**src/rtl/pll_seq_pkg.sv**
```systemverilog
package pll_seq_pkg;
  typedef enum logic [3:0] {
    ST_OFF, ST_UP_PWR, ST_UP_ISO, ST_UP_EN, ST_ON,
    ST_DN_EN, ST_DN_ISO, ST_DN_PWR, ST_SETTLE
  } seq_state_e;

  localparam int unsigned REQ_CW  = 0;
  localparam int unsigned REQ_EN  = 1;
  localparam int unsigned REQ_DIS = 2;
  localparam int unsigned REQ_N   = 3;
endpackage

```
**src/rtl/pll_seq_timer.sv**
```systemverilog
module pll_seq_timer #(
  parameter int unsigned TW = 8
) (
  input  logic          clk_i,
  input  logic          rst_ni,
  input  logic          load_i,
  input  logic [TW-1:0] load_val_i,
  output logic          zero_o
);
  logic [TW-1:0] cnt_q;

  always_ff @(posedge clk_i or negedge rst_ni) begin
    if (!rst_ni)             cnt_q <= '0;
    else if (load_i)         cnt_q <= load_val_i;
    else if (cnt_q != '0)    cnt_q <= cnt_q - 1'b1;
  end

  assign zero_o = (cnt_q == '0);
endmodule

```
**src/rtl/pll_seq_req.sv**
```systemverilog
module pll_seq_req #(
  parameter int unsigned N = 3
) (
  input  logic         clk_i,
  input  logic         rst_ni,
  input  logic [N-1:0] req_i,
  input  logic [N-1:0] clr_i,
  output logic [N-1:0] eff_o
);
  for (genvar g = 0; g < N; g++) begin : g_slot
    logic pend_q;
    assign eff_o[g] = pend_q | req_i[g];
    always_ff @(posedge clk_i or negedge rst_ni) begin
      if (!rst_ni) pend_q <= 1'b0;
      else         pend_q <= eff_o[g] & ~clr_i[g];
    end
  end
endmodule

```
**src/rtl/pll_seq_ctrl.sv**
```systemverilog
module pll_seq_ctrl
  import pll_seq_pkg::*;
#(
  parameter int unsigned CYC_PER_US = 50,
  parameter int unsigned SHORT_US   = 1,
  parameter int unsigned LONG_US    = 20,
  parameter bit          HAS_RST    = 1'b1,
  parameter int unsigned CW_W       = 31
) (
  input  logic            clk_i,
  input  logic            rst_ni,
  input  logic            en_req_i,
  input  logic            dis_req_i,
  input  logic            cw_req_i,
  input  logic [CW_W-1:0] cw_i,
  output logic            pwr_on_o,
  output logic            iso_o,
  output logic            base_en_o,
  output logic            rst_rel_o,
  output logic            ready_o,
  output logic [CW_W:0]   ctl_word_o
);
  localparam int unsigned SHORT_CYC = SHORT_US * CYC_PER_US;
  localparam int unsigned LONG_CYC  = LONG_US * CYC_PER_US;
  localparam int unsigned TW        = $clog2(LONG_CYC + 1);
  localparam logic [TW-1:0] SHORT_LD = TW'(SHORT_CYC - 1);
  localparam logic [TW-1:0] LONG_LD  = TW'(LONG_CYC - 1);

  seq_state_e state_q, state_d;
  logic pwr_q, pwr_d, iso_q, iso_d, en_q, en_d, rr_q, rr_d, chg_q, chg_d;
  logic [CW_W-1:0] word_q, word_d, cw_hold_q, cw_data;
  logic [REQ_N-1:0] req, clr, eff;
  logic tmr_load, tmr_zero;
  logic [TW-1:0] tmr_val;

  assign req[REQ_CW]  = cw_req_i;
  assign req[REQ_EN]  = en_req_i;
  assign req[REQ_DIS] = dis_req_i;
  assign cw_data      = cw_req_i ? cw_i : cw_hold_q;

  pll_seq_req #(.N(REQ_N)) u_req (
    .clk_i(clk_i), .rst_ni(rst_ni), .req_i(req), .clr_i(clr), .eff_o(eff)
  );

  pll_seq_timer #(.TW(TW)) u_tmr (
    .clk_i(clk_i), .rst_ni(rst_ni), .load_i(tmr_load),
    .load_val_i(tmr_val), .zero_o(tmr_zero)
  );

  always_comb begin
    state_d  = state_q;
    pwr_d    = pwr_q;
    iso_d    = iso_q;
    en_d     = en_q;
    rr_d     = rr_q;
    chg_d    = 1'b0;
    word_d   = word_q;
    clr      = '0;
    tmr_load = 1'b0;
    tmr_val  = LONG_LD;
    unique case (state_q)
      ST_OFF, ST_ON: begin
        if (eff[REQ_CW]) begin
          // control-word change wins over power requests
          clr[REQ_CW] = 1'b1;
          chg_d       = 1'b1;
          word_d      = cw_data;
          tmr_load    = 1'b1;
          state_d     = ST_SETTLE;
        end else if (state_q == ST_OFF) begin
          clr[REQ_DIS] = 1'b1;
          if (eff[REQ_EN]) begin
            clr[REQ_EN] = 1'b1;
            pwr_d       = 1'b1;
            tmr_load    = 1'b1;
            tmr_val     = SHORT_LD;
            state_d     = ST_UP_PWR;
          end
        end else begin
          clr[REQ_EN] = 1'b1;
          if (eff[REQ_DIS]) begin
            clr[REQ_DIS] = 1'b1;
            if (HAS_RST) begin
              rr_d    = 1'b0;
              state_d = ST_DN_EN;
            end else begin
              en_d    = 1'b0;
              state_d = ST_DN_ISO;
            end
          end
        end
      end
      ST_UP_PWR: if (tmr_zero) begin
        iso_d    = 1'b0;
        tmr_load = 1'b1;
        tmr_val  = SHORT_LD;
        state_d  = ST_UP_ISO;
      end
      ST_UP_ISO: if (tmr_zero) begin
        en_d     = 1'b1;
        tmr_load = 1'b1;
        state_d  = ST_UP_EN;
      end
      ST_UP_EN: if (tmr_zero) begin
        rr_d    = HAS_RST;
        state_d = ST_ON;
      end
      ST_DN_EN: begin
        en_d    = 1'b0;
        state_d = ST_DN_ISO;
      end
      ST_DN_ISO: begin
        iso_d   = 1'b1;
        state_d = ST_DN_PWR;
      end
      ST_DN_PWR: begin
        pwr_d   = 1'b0;
        state_d = ST_OFF;
      end
      ST_SETTLE: if (tmr_zero) state_d = en_q ? ST_ON : ST_OFF;
      default: state_d = ST_OFF;
    endcase
  end

  always_ff @(posedge clk_i or negedge rst_ni) begin
    if (!rst_ni) begin
      state_q   <= ST_OFF;
      pwr_q     <= 1'b0;
      iso_q     <= 1'b1;
      en_q      <= 1'b0;
      rr_q      <= 1'b0;
      chg_q     <= 1'b0;
      word_q    <= '0;
      cw_hold_q <= '0;
    end else begin
      state_q   <= state_d;
      pwr_q     <= pwr_d;
      iso_q     <= iso_d;
      en_q      <= en_d;
      rr_q      <= rr_d;
      chg_q     <= chg_d;
      word_q    <= word_d;
      cw_hold_q <= cw_data;
    end
  end

  assign pwr_on_o   = pwr_q;
  assign iso_o      = iso_q;
  assign base_en_o  = en_q;
  assign rst_rel_o  = rr_q;
  assign ready_o    = (state_q == ST_ON);
  assign ctl_word_o = {chg_q, word_q};
endmodule

```
**config.mk**
```make
export PLATFORM = sky130hd
export DESIGN_NAME = pll_seq_ctrl
export DESIGN_NICKNAME = d
export VERILOG_FILES = /design/src/rtl/pll_seq_pkg.sv /design/src/rtl/pll_seq_timer.sv /design/src/rtl/pll_seq_req.sv /design/src/rtl/pll_seq_ctrl.sv
export SDC_FILE = /design/constraint.sdc
export NUM_CORES = 1
export LEC_CHECK = 0
export BUFFER_PORTS_ARGS = -buffer_cell sky130_fd_sc_hd__clkbuf_2
export CAP_MARGIN = 15
export CORE_UTILIZATION = 54
export CTS_CLUSTER_DIAMETER = 50
export DETAILED_ROUTE_END_ITERATION = 10
export PLACE_DENSITY_LB_ADDON = 0.2
export SYNTH_ARGS = -nofsm -noshare
export SYNTH_HDL_FRONTEND = slang
export SYNTH_SLANG_ARGS = --single-unit
```
**constraint.sdc**
```tcl
create_clock -name clk_i -period 3.6 [get_ports clk_i]
set_clock_uncertainty 0.1 [all_clocks]
set_input_delay 0.36 -clock clk_i [delete_from_list [all_inputs] [get_ports clk_i]]
set_output_delay 0.36 -clock clk_i [all_outputs]
set_load 0.005 [all_outputs]
```
---- After elaboration in Yosys (flattened, before gate mapping) ----
Index checks and enable logic that the tools add are counted.
word-level totals
  output and inout bits ................... 37
  register bits after elaboration ......... 84
  word-level logic and storage cells ...... 98
  input port bits ......................... 36
cells by class
  reduce and logical (&&, ||, !) cells .... 16
  multiplexer cells ....................... 41
  bitwise logic cells ..................... 9
  equality and inequality tests ........... 19
  add/subtract/negate cells ............... 1
operator list
  operator                                                count
  two-way mux 10 bit                                      6
  two-way mux 4 bit                                       8
  two-way mux 31 bit                                      1
  one-hot mux 4 bit (7 select lines)                      1
  one-hot mux 10 bit (2 select lines)                     1
  == test 4 x 3 -> 1 bit (second input constant)          4
  two-way mux 1 bit                                       15
  inequality test 2 bit (second input constant)           7
  zero test 10 bit                                        1
  one-hot mux 1 bit (2 select lines)                      5
  nonzero test 10 bit                                     1
  nonzero test 2 bit                                      5
  subtractor 10 x 1 -> 10 bit (second input constant)     1
  == test 4 x 2 -> 1 bit (second input constant)          2
  inequality test 4 x 2 -> 1 bit (second input constant)  2
  two-way mux 3 bit                                       2
  AND reduction 2 bit                                     3
  AND reduction 6 bit                                     1
  AND reduction 5 bit                                     1
  == test 4 x 1 -> 1 bit (second input constant)          1
  == test 4 bit (second input constant)                   1
  zero test 4 bit                                         1
  two-way mux 2 bit                                       2
  inequality test 2 x 1 -> 1 bit (second input constant)  2
  5 further kinds                                         12

---- Longest topological paths before layout ----
Gate-level depths: netlist (run 1).
  depth in word-level cells ............... 7
  gate-level depth with buffers ........... 9

---- Hierarchy ----
From an unflattened synthesis (run 1), not the netlist that was laid out.
unflattened totals
  cells, all modules ...................... 277
  area total of the unflattened synthesis .. 3,638.5 um^2
by module, submodules not included
  module         sequential area each (um^2)  area each (um^2)  cells each  times used
  pll_seq_ctrl   1,778.0                      2,907.8           205         1
  pll_seq_timer  250.2                        606.8             63          1
  pll_seq_req    75.1                         123.9             9           1

---- Worst setup path before layout (run 1) ----
OpenSTA, ideal clock, no wires.
  path kind ............................... reg-to-reg
  start point ............................. register u_tmr.cnt_q[0]
  end point ............................... register u_tmr.cnt_q[4]
  slack ................................... 1.098 ns
  arrival ................................. 2.284 ns
  required time ........................... 3.382 ns
  library setup time ...................... 0.118 ns
  stages on the path, launching flop included .. 10
  cell sequence ........................... dfrtp_1 > inv_1 > ha_1 > or4b_1 > buf_2 > or3_1 > buf_2 > o41a_1 > buf_6 > a21o_1
between the ends
  cells in the longest elaborated chain, start to end .. 4
  elaborated cells between the ends (all ways) .. 10
  those cells by class .................... 1 x add/sub; 6 x mux; 3 x reduce/logical
ends and longest elaborated chain
  element                                                                              RTL line             RTL
  from (decl)                                                                          pll_seq_timer.sv:10  logic [TW-1:0] cnt_q;
  from (signal assigned)                                                               pll_seq_timer.sv:14  else if (load_i) cnt_q <= load_val_i;
  from (signal assigned)                                                               pll_seq_timer.sv:15  else if (cnt_q != '0) cnt_q <= cnt_q - 1'b1;
  parallel branches: the longest is 4 deep, another holds subtractor 10 x 1 -> 10 bit  --
Parallel ways; which one is timed is not known. The select of a mux whose other input is x is not followed.
A chain may end at the register's enable or synchronous reset.

---- Worst setup path after layout (run 1) ----
  start point ............................. register u_tmr.cnt_q[0]
  end point ............................... register u_tmr.cnt_q[8]
The elaborated chain is that of the path after synthesis.

==> results of run 1 <==
[cell type report]
class                           instances  area (µm²)
Sequential cell                        84        2100
Tap cell                               75        93.8
Inverter                                6        22.5
Clock buffer                           10         128
Timing Repair Buffer                   74         378
Clock inverter                          6        73.8
Multi-Input combinational cell        153        1290
Fill cell                             474        2000
[power groups by stage]
| stage | clock (W) | sequential [W] | combinational (W) |
|---|---|---|---|
| after floorplan | 0 | 0.00144 | 0.000776 |
| after global placement | 0 | 0.00148 | 0.00108 |
| after detailed placement | 0 | 0.00149 | 0.00110 |
| after CTS | 0.000694 | 0.00147 | 0.00111 |
| after global routing | 0.000733 | 0.00152 | 0.00121 |
| final | 0.000675 | 0.00147 | 0.00109 |
[Yosys cell counts]
cell type,count
or2_2,2
dfrtp_1,83
o41a_1,1
buf_6,1
inv_1,6
nand3_1,3
nor4b_1,2
or4_1,3
mux2i_1,1
ha_1,1
or3_1,1
a2bb2oi_1,1
nor3_1,6
clkbuf_1,8
o41ai_4,1
a21oi_1,6
xnor2_1,9
nor2_1,13
a31oi_1,1
buf_4,1
o31a_1,1
dfstp_2,1
mux2_2,64
nor2b_1,1
a21o_1,1
o22ai_1,5
buf_1,4
or4b_1,1
a22oi_1,2
o31ai_1,4
o41ai_1,2
nor4_1,3
o21ai_0,6
nand2b_1,1
nand2_1,7
nand3b_1,2
and2_1,2
buf_2,2
[stage by stage]
stage / area (µm²) / util, %
2_1_floorplan: 3490 / -
3_3_place_gp: 3890 / 63.8
3_5_place_dp: 3890 / 63.8
4_1_cts: 4090 / 67.1
5_1_grt: 4090 / 67.1
6_report: 4090 / 67.1
[flip-flops by register name (all words and copies together), names as in the netlist]
signal,flops
base_en_o,1
word_q,31
chg_q,1
iso_o,1
state_q,4
rst_rel_o,1
u_tmr.cnt_q,10
u_req.g_slot.pend_q,3
cw_hold_q,31
pwr_on_o,1
[worst max-delay path, stage by stage, from the launching register on]
cell     delay (ns)
dfrtp_1        0.39
inv_1          0.09
ha_1           0.20
or4b_1         0.57
or3_1          0.52
o41a_1         0.51
o22ai_1        0.26
[how the worst max path moves through the flow]
| stage | start | end |
|---|---|---|
| CTS | u_tmr.cnt_q[0] | u_tmr.cnt_q[8] |
| floorplan | u_tmr.cnt_q[0] | u_tmr.cnt_q[4] |
| detailed placement | u_tmr.cnt_q[0] | u_tmr.cnt_q[4] |
| global placement | u_tmr.cnt_q[0] | u_tmr.cnt_q[4] |
| finish | u_tmr.cnt_q[0] | u_tmr.cnt_q[8] |
| global route | u_tmr.cnt_q[0] | u_tmr.cnt_q[8] |
[cell families (layout without fill, tap and decap cells)]
logic type      count (synthesis)  after routing  synth area share (%)
flops                          84             84                  60.2
mux                            65             65                  20.9
simple gates                   47             47                  7.09
compound gates                 31             31                  6.41
buf+inv                        22             96                  2.76
xor+xnor                        9              9                  2.26
fa+ha+maj                       1              1                 0.358
[metal layers]
metal  wire (µm)  vias up  track usage, %
met5           0        -               0
met4          49        0            8.60
met3         383        6            7.47
met2        3050       55            32.5
met1        2650     1127            24.6
li1            -     1065               -
==> reports/metrics.csv, run 1 <==
stage;metric;value;unit
grt;largest net degree at the start of global routing;85;
cells_and_area;Final Non-Filler Cells;408;
power_and_ir_drop;combinational share of power;33.7;%
power_and_ir_drop;sw frac;32.7;%
synthesis;Synth cell types;38;
synthesis;Warnings, synthesis;0;
placement;PortBufs;72;
synthesis;synth top area cells;dfrtp_1, mux2_2, xnor2_1;
placement;GPL Wtd Cong;0.824;
synthesis;Mapped Cells;259;
clocking;Reg clk slew, reported paths;0.09;ns
power_and_ir_drop;Clock power frac;20.9;%
timing;Fmax;364;MHz
grt;GRT Total Usage;20.3;%
power_and_ir_drop;Power Density;791;mW/mm²
cells_and_area;nets;365;
route;Starting DRT DRC Count;77;
timing;Hold Vio Cnt, Final;0;
timing;final hold slack;0.0704;ns
timing;Final Worst Setup Slack;0.853;ns
power_and_ir_drop;Final Power;0.00324;W
setup_path;worst r2r path cells;6;
cells_and_area;share of cells above drive strength 1;47.1;%
power_and_ir_drop;Psw;0.00106;W
die;Die X-Extent;82.4;µm
placement;placed instance count;392;
setup_path;Setup CP Type;register to register;
cells_and_area;diode count;0;
power_and_ir_drop;Leak;1.83;nW
clocking;post_cts resized;0;
setup_path;r2r setup slk;0.85;ns
setup_path;crit path launch type;register;
clocking;CTS Buffer Depth;2;
clocking;cts hold-fix bufs;0;
grt;initial antenna violation count;0;
timing;max-slew violations;0;
timing;setup tns final;0;ns
run_status;status;finished, final reports clean;
cells_and_area;area added between synthesis and finish;17.2;%
synthesis;Net Count, Synth;296;
min_path;worst min path class;input pin to asynchronous set/reset pin;
grt;global-route wire length before repair;10.0;mm
power_and_ir_drop;sequential fraction of design power;45.4;%
placement;Post-DP HPWL;4.06;mm
route;Final ANT Viol Nets;0;
synthesis;share of the synthesized area in the top cell type;59.5;%
route;DRC Markers;0;
timing;Setup-failing EPs final;0;
die;starting density of the core;57.3;%
cells_and_area;commonest non-fill, non-tap cells in the layout;dfrtp_1, clkbuf_2, mux2_2, nor2_1;
clocking;CTS tree;built;
route;DR vias;2253;
synthesis;synthesized area per cell;13.5;µm²
die;core box area;0.00610;mm²
timing;crit share post-route;76.3;%
route;1st-pass router iterations;4;
die;row cnt;28;
setup_path;Worst Setup End Kind;register;
grt;number of global-route vias before repair;2259;
setup_path;CP arrival;2.90;ns
synthesis;Synth area leader;dfrtp_1;
setup_path;Required @ worst endpoint;3.75;ns
run;max_cap viols;0;
synthesis;FF+latch count, synth;84;
clocking;CTS buffer count;9;
route;routed length per placed instance;15.0;µm
die;IO Pins;73;
clocking;CTS root buf;clkbuf_8;
route;Vias/cell;5.52;
cells_and_area;commonest non-fill, non-tap cell in the layout;dfrtp_1;
timing;Tmin final;2.75;ns
timing;Rel. slew slack;31.7;%
clocking;clk_lat worst skew;0.34;ns
setup_path;crit path max fanout;10;
setup_path;worst r2r src;u_tmr.cnt_q[0];
grt;GRT overflow;0;
route;final WL;6.14;mm
die;chip height;82.4;µm
synthesis;Seq/Total Area, Yosys;60.2;%
power_and_ir_drop;P_int;0.00218;W
clocking;CTS H-tree lvls;3;
clocking;Post-CTS Setup Bufs;0;
die;Die ar.;0.00679;mm²
synthesis;Cell Area, Synth;0.00349;mm²
power_and_ir_drop;Peak VDD IR;0.000566;V
clocking;clk sinks;84;
setup_path;R2R Path End;u_tmr.cnt_q[8];
placement;setup slack at placement;0.902;ns
timing;RSZ-0062 raised after global routing;false;
timing;Least-Margin Pin Slew;1.02;ns
No activity file was read; power rests on OpenSTA's default activity.
==> run 2: changes to the inputs <==
--- a/config.mk
+++ b/config.mk
@@ -5,9 +5,10 @@
 export SDC_FILE = /design/constraint.sdc
 export NUM_CORES = 1
 export LEC_CHECK = 0
+export ABC_AREA = 1
 export BUFFER_PORTS_ARGS = -buffer_cell sky130_fd_sc_hd__clkbuf_2
 export CAP_MARGIN = 15
-export CORE_UTILIZATION = 54
+export CORE_UTILIZATION = 49
 export CTS_CLUSTER_DIAMETER = 50
 export DETAILED_ROUTE_END_ITERATION = 10
 export PLACE_DENSITY_LB_ADDON = 0.2
==> constraint.sdc (replaced) <==
create_clock -name clk_i -period 2.3 [get_ports clk_i]
set_clock_uncertainty 0.1 [all_clocks]
set_input_delay 0.23 -clock clk_i [delete_from_list [all_inputs] [get_ports clk_i]]
set_output_delay 0.23 -clock clk_i [all_outputs]
set_load 0.005 [all_outputs]
==> reports/metrics.csv, run 2 <==
stage;metric;value;unit
route;Vias/cell;4.77;
setup_path;crit path launch type;register;
die;Die ar.;0.00772;mm²
timing;Least-Margin Pin Slew;0.564;ns
synthesis;Synth async-reset ratio;100;%
setup_path;Required @ worst endpoint;2.45;ns
timing;max-slew violations;0;
setup_path;CP arrival;1.89;ns
power_and_ir_drop;sequential fraction of design power;55.5;%
cells_and_area;nets;480;
clocking;CTS H-tree lvls;3;
die;row cnt;30;
cells_and_area;commonest non-fill, non-tap cell in the layout;nand2_1;
cells_and_area;final instance area;0.00431;mm²
timing;final hold slack;0.0218;ns
synthesis;number of flops mapped to enable cells by yosys;0;
power_and_ir_drop;P_int;0.00215;W
clocking;Reg clk slew, reported paths;0.09;ns
cells_and_area;diode count;0;
die;core box area;0.00694;mm²
clocking;CTS buffer count;9;
die;chip height;87.9;µm
cells_and_area;Final Non-Filler Cells;544;
power_and_ir_drop;Leak;2.34;nW
placement;placed instance count;527;
grt;number of global-route vias before repair;2520;
power_and_ir_drop;Final Power;0.00277;W
timing;Tmin final;1.74;ns
grt;GRT Total Usage;20.1;%
timing;setup tns final;0;ns
route;routed length per placed instance;12.6;µm
clocking;CTS Buffer Depth;2;
run_status;status;finished, final reports clean;
clocking;CTS tree;built;
synthesis;Seq/Total Area, Yosys;58.2;%
cells_and_area;area added between synthesis and finish;19.3;%
timing;crit share post-route;75.8;%
route;met2 WL;3.24;mm
run;max_cap viols;0;
timing;Rel. slew slack;62.4;%
power_and_ir_drop;Clock power frac;39.1;%
placement;PortBufs;72;
clocking;clk_lat worst skew;0.35;ns
synthesis;Synth area leader;dfrtp_1;
power_and_ir_drop;Power Density;644;mW/mm²
synthesis;Mapped Cells;365;
synthesis;Cell Area, Synth;0.00361;mm²
route;met3 WL;436;µm
clocking;Post-CTS Setup Bufs;0;
cells_and_area;share of cells above drive strength 1;33.5;%
setup_path;crit path max fanout;6;
synthesis;FF+latch count, synth;84;
grt;global-route wire length before repair;11.6;mm
power_and_ir_drop;Peak VDD IR;0.000457;V
die;IO Pins;73;
clocking;clk sinks;84;
cells_and_area;Top Registers;cw_hold_q (31), word_q (31), u_tmr.cnt_q (10);
timing;Fmax;574;MHz
clocking;CTS root buf;clkbuf_8;
power_and_ir_drop;combinational share of power;5.4;%
route;DRC Markers;0;
placement;Post-DP HPWL;4.78;mm
route;top routing layer in use;met4;
setup_path;Worst Setup End Kind;register;
synthesis;top-count cell post-synth;nand2_1;
synthesis;Warnings, synthesis;0;
synthesis;top cells by count, synth;nand2_1, dfrtp_1, mux2_2;
synthesis;synthesized area per cell;9.90;µm²
timing;Hold Vio Cnt, Final;0;
power_and_ir_drop;sw frac;22.6;%
synthesis;share of the synthesized area in the top cell type;57.5;%
cells_and_area;commonest non-fill, non-tap cells in the layout;nand2_1, dfrtp_1, clkbuf_2, mux2_2, nor2_1;
timing;Setup-failing EPs final;0;
synthesis;ys flop type;dfrtp_1;
placement;GPL Wtd Cong;0.834;
die;Die X-Extent;87.9;µm
placement;placed cell area;0.00409;mm²
setup_path;Setup CP Type;register to register;
grt;initial antenna violation count;0;
power_and_ir_drop;Psw;0.000626;W
route;DR vias;2596;
synthesis;Net Count, Synth;402;
route;Starting DRT DRC Count;66;
timing;RSZ-0062 raised after global routing;false;
route;Final ANT Viol Nets;0;
synthesis;synth top area cells;dfrtp_1, nand2_1, mux2_2;
grt;GRT overflow;0;
die;starting density of the core;52.0;%
synthesis;Synth cell types;31;
min_path;worst min path class;input pin to register;
route;1st-pass router iterations;4;
route;final WL;6.85;mm
grt;largest net degree at the start of global routing;44;
route;DRT met1 WL;3.09;mm
[run 2: cell types whose count changed after synthesis, sizes merged, moves of 9 or more]
cell   before  now
inv         6   21
xnor2       9    0
nor2       13   27
nand2       7  151
mux2       64   31
[run 2: per-stage QoR]
stage,utilization [%],worst slack (ns)
6_report,62.0,0.556
2_1_floorplan,-,0.742
3_5_place_dp,58.9,0.559
5_1_grt,62.0,0.369
3_3_place_gp,58.9,0.579
4_1_cts,62.0,0.513
[run 2: routing by layer]
metal,track usage (%),up-vias
met4,6.11,0
met5,0,-
met2,32.4,63
met3,7.54,8
li1,-,1300
met1,25.2,1225
[run 2: final cells by class]
type / count / area (µm²)
inverter: 21 / 83.8
fill: 606 / 2640
multi-input combinational: 250 / 1380
clock buffer: 10 / 138
clock inverter: 6 / 72.6
timing repair buffer: 77 / 415
sequential: 84 / 2100
tap: 96 / 120
[run 2: path summary, 6_finish.rpt]
check | slack, ns | endpoint | start | cells after the start
min | 0.02 | cw_hold_q[29] | cw_i[29] | 2
max | 0.56 | u_tmr.cnt_q[1] | u_tmr.cnt_q[0] | 11
max in group asynchronous | 1.12 | iso_o | rst_ni | 3
min in group asynchronous | 0.31 | u_tmr.cnt_q[7] | rst_ni | 2
max reg2reg | 0.56 | u_tmr.cnt_q[1] | u_tmr.cnt_q[0] | 11
min reg2reg | 0.38 | word_q[12] | word_q[12] | 2
[run 2: critical path: stages, from the launching register on]
cell     delay (ns)
dfrtp_1        0.36
inv_1          0.11
ha_1           0.23
nand2_1        0.12
nor2_4         0.19
nand3_1        0.11
nand2_1        0.08
inv_1          0.07
nand2_4        0.10
nand2_1        0.06
nand2_1        0.05
nand2_1        0.05
[run 2: power by group through the flow]
stage / logic (W) / registers (W) / clock network (W)
floorplan: 0.0000777 / 0.00157 / 0
global placement: 0.000149 / 0.00157 / 0
detailed placement: 0.000153 / 0.00157 / 0
CTS: 0.000154 / 0.00154 / 0.00112
global route: 0.000169 / 0.00155 / 0.00118
finish: 0.000150 / 0.00154 / 0.00108
[run 2: cells by family (layout without fill, tap and decap cells)]
group                    after synthesis  in the layout  synth area share, %
multiplexers                          31             31                 9.66
buffers and inverters                 31            114                 3.71
AO/OA/AOI/OAI                         18             18                 2.87
XOR/XNOR                               6              6                 1.45
flip-flops                            84             84                 58.2
adder cells (fa/ha/maj)                1              1                0.346
AND/OR/NAND/NOR                      194            194                 23.7
[run 2: what timing repair did]
item                       4_1_cts  5_1_grt
hold endpoints to repair        41        0
setup endpoints to repair        0        0
hold buffers                     1        0
resized for setup                0        0
==> run 3: changes to the inputs <==
==> constraint.sdc (replaced) <==
create_clock -name clk_i -period 1.6 [get_ports clk_i]
set_clock_uncertainty 0.1 [all_clocks]
set_input_delay 0.16 -clock clk_i [delete_from_list [all_inputs] [get_ports clk_i]]
set_output_delay 0.16 -clock clk_i [all_outputs]
set_load 0.005 [all_outputs]
==> reports/metrics.csv, run 3 (synthesis gave the netlist of run 2 again) <==
stage;metric;value;unit
die;chip height;87.9;µm
clocking;CTS buffer count;9;
run;max_cap viols;0;
clocking;CTS tree;built;
setup_path;crit-path cells;inv_1, ha_2, nand2_4, nor2_4, nand3_2, nand2_2, inv_2, nand2_8, nand2_2, nand2_1, nand2_1;
placement;PortBufs;72;
grt;largest net degree at the start of global routing;85;
cells_and_area;final instance area;0.00488;mm²
setup_path;CP top delay family;simple AND/OR/NAND/NOR gates;
power_and_ir_drop;Power Density;828;mW/mm²
setup_path;worst r2r src;u_tmr.cnt_q[0];
clocking;CTS root buf;clkbuf_8;
grt;initial antenna violation count;0;
power_and_ir_drop;Final Power;0.00404;W
die;core box area;0.00694;mm²
setup_path;Setup CP Type;register to register;
power_and_ir_drop;Leak;2.56;nW
grt;global-route wire length before repair;12.6;mm
placement;placed cell area;0.00417;mm²
timing;setup tns final;-0.569;ns
run_status;status;finished with violations;
placement;GPL Wtd Cong;0.881;
timing;Setup-failing EPs final;13;
setup_path;Required @ worst endpoint;1.74;ns
setup_path;crit path launch type;register;
setup_path;r2r setup slk;-0.12;ns
timing;crit share post-route;107;%
cells_and_area;Top Registers;cw_hold_q (31), word_q (31), u_tmr.cnt_q (10);
min_path;cell depth of the worst hold path;4;
min_path;Hold Crit Start;dis_req_i;
route;final WL;7.93;mm
setup_path;Critical Path Max Stage Delay;0.37;ns
clocking;CTS H-tree lvls;3;
route;1st-pass router iterations;4;
cells_and_area;diode count;0;
timing;Fmax;582;MHz
die;Die ar.;0.00772;mm²
timing;RSZ-0062 raised after global routing;true;
setup_path;Worst Setup End Kind;register;
route;Starting DRT DRC Count;89;
cells_and_area;commonest non-fill, non-tap cells in the layout;nand2_1, dfrtp_1, clkbuf_2, dlygate4sd3_1, mux2_2;
setup_path;Bufs and invs on worst path;2;
timing;Tmin final;1.72;ns
setup_path;R2R Path End;u_tmr.cnt_q[1];
timing;max-slew violations;0;
min_path;worst min path class;input pin to register;
grt;GRT overflow;0;
clocking;clk_lat worst skew;0.35;ns
setup_path;CP max-delay cell;dfrtp_1;
clocking;Reg clk slew, reported paths;0.09;ns
power_and_ir_drop;Peak VDD IR;0.000554;V
route;routed length per placed instance;13.3;µm
grt;GRT Total Usage;21.7;%
die;starting density of the core;52.0;%
route;DRC Markers;0;
cells_and_area;area added between synthesis and finish;35.1;%
timing;Hold Vio Cnt, Final;0;
die;row cnt;30;
setup_path;CP arrival;1.86;ns
cells_and_area;share of cells above drive strength 1;38.3;%
route;Vias/cell;4.79;
placement;Post-DP HPWL;4.88;mm
setup_path;worst r2r path cells;11;
timing;Final Worst Setup Slack;-0.118;ns
cells_and_area;commonest non-fill, non-tap cell in the layout;nand2_1;
clocking;clk sinks;84;
timing;Least-Margin Pin Slew;0.540;ns
timing;final hold slack;0.0263;ns
die;IO Pins;73;
grt;number of global-route vias before repair;2856;
run_status;failing checks;negative setup slack;
route;DR vias;2852;
route;Final ANT Viol Nets;0;
timing;Rel. slew slack;63.8;%
setup_path;crit path max fanout;6;
min_path;Hold Path End;u_req.g_slot[2].pend_q;
cells_and_area;nets;531;
clocking;CTS Buffer Depth;2;
die;Die X-Extent;87.9;µm
## run 3: report_power, final
part | internal (W) | total, W | switching [W] | leakage (nW)
clock network | 0.000738 | 0.00154 | 0.000806 | 0.0910
logic | 0.000161 | 0.000280 | 0.000119 | 1.39
registers | 0.00220 | 0.00222 | 0.0000206 | 1.08
## run 3: repair_timing
action,4_1_cts,5_1_grt
hold buffers,32,0
endpoints found under the hold margin,114,0
setup buffers,0,9
pin swaps,2,16
gates resized for setup,4,32
endpoints found under the setup margin,7,33
## run 3: cell type report
type / count / area (µm²)
inverter: 21 / 91.3
clock buffer: 10 / 128
timing repair buffer: 128 / 883
multi-input combinational: 250 / 1480
fill: 525 / 2060
sequential: 84 / 2110
clock inverter: 6 / 72.6
tap: 96 / 120
## run 3: routing by layer
layer / vias to the layer above / global-route usage [%] / routed length, µm
met4: 0 / 12.2 / 195
met3: 16 / 4.71 / 398
met5: - / 0 / 0
met1: 1364 / 26.8 / 3380
met2: 71 / 35.6 / 3960
li1: 1401 / - / -
## run 3: worst max path at each step
| stage | start | to | slack [ns] | cells past startpoint |
|---|---|---|---|---|
| floorplan | u_tmr.cnt_q[0] | u_tmr.cnt_q[1] | 0.04 | 11 |
| global placement | u_tmr.cnt_q[0] | u_tmr.cnt_q[1] | 0.04 | 11 |
| detailed placement | u_tmr.cnt_q[0] | u_tmr.cnt_q[1] | -0.02 | 11 |
| CTS | u_tmr.cnt_q[0] | state_q[1] | -0.001 | 9 |
| global route | u_tmr.cnt_q[1] | u_tmr.cnt_q[1] | -0.20 | 11 |
| finish | u_tmr.cnt_q[0] | u_tmr.cnt_q[1] | -0.12 | 11 |
## run 3: metrics by stage
stage,setup WS [ns],instances,util (%)
floorplan,0.0420,365,-
global placement,0.0398,538,60.1
detailed placement,-0.0199,538,60.1
CTS,-0.00116,586,67.7
global route,-0.195,595,70.3
finish,-0.118,595,70.3
## run 3: worst min-delay path, stage by stage
cell,delay (ns)
clkbuf_2,0.07
or2_2,0.11
nand2_1,0.05
inv_1,0.04
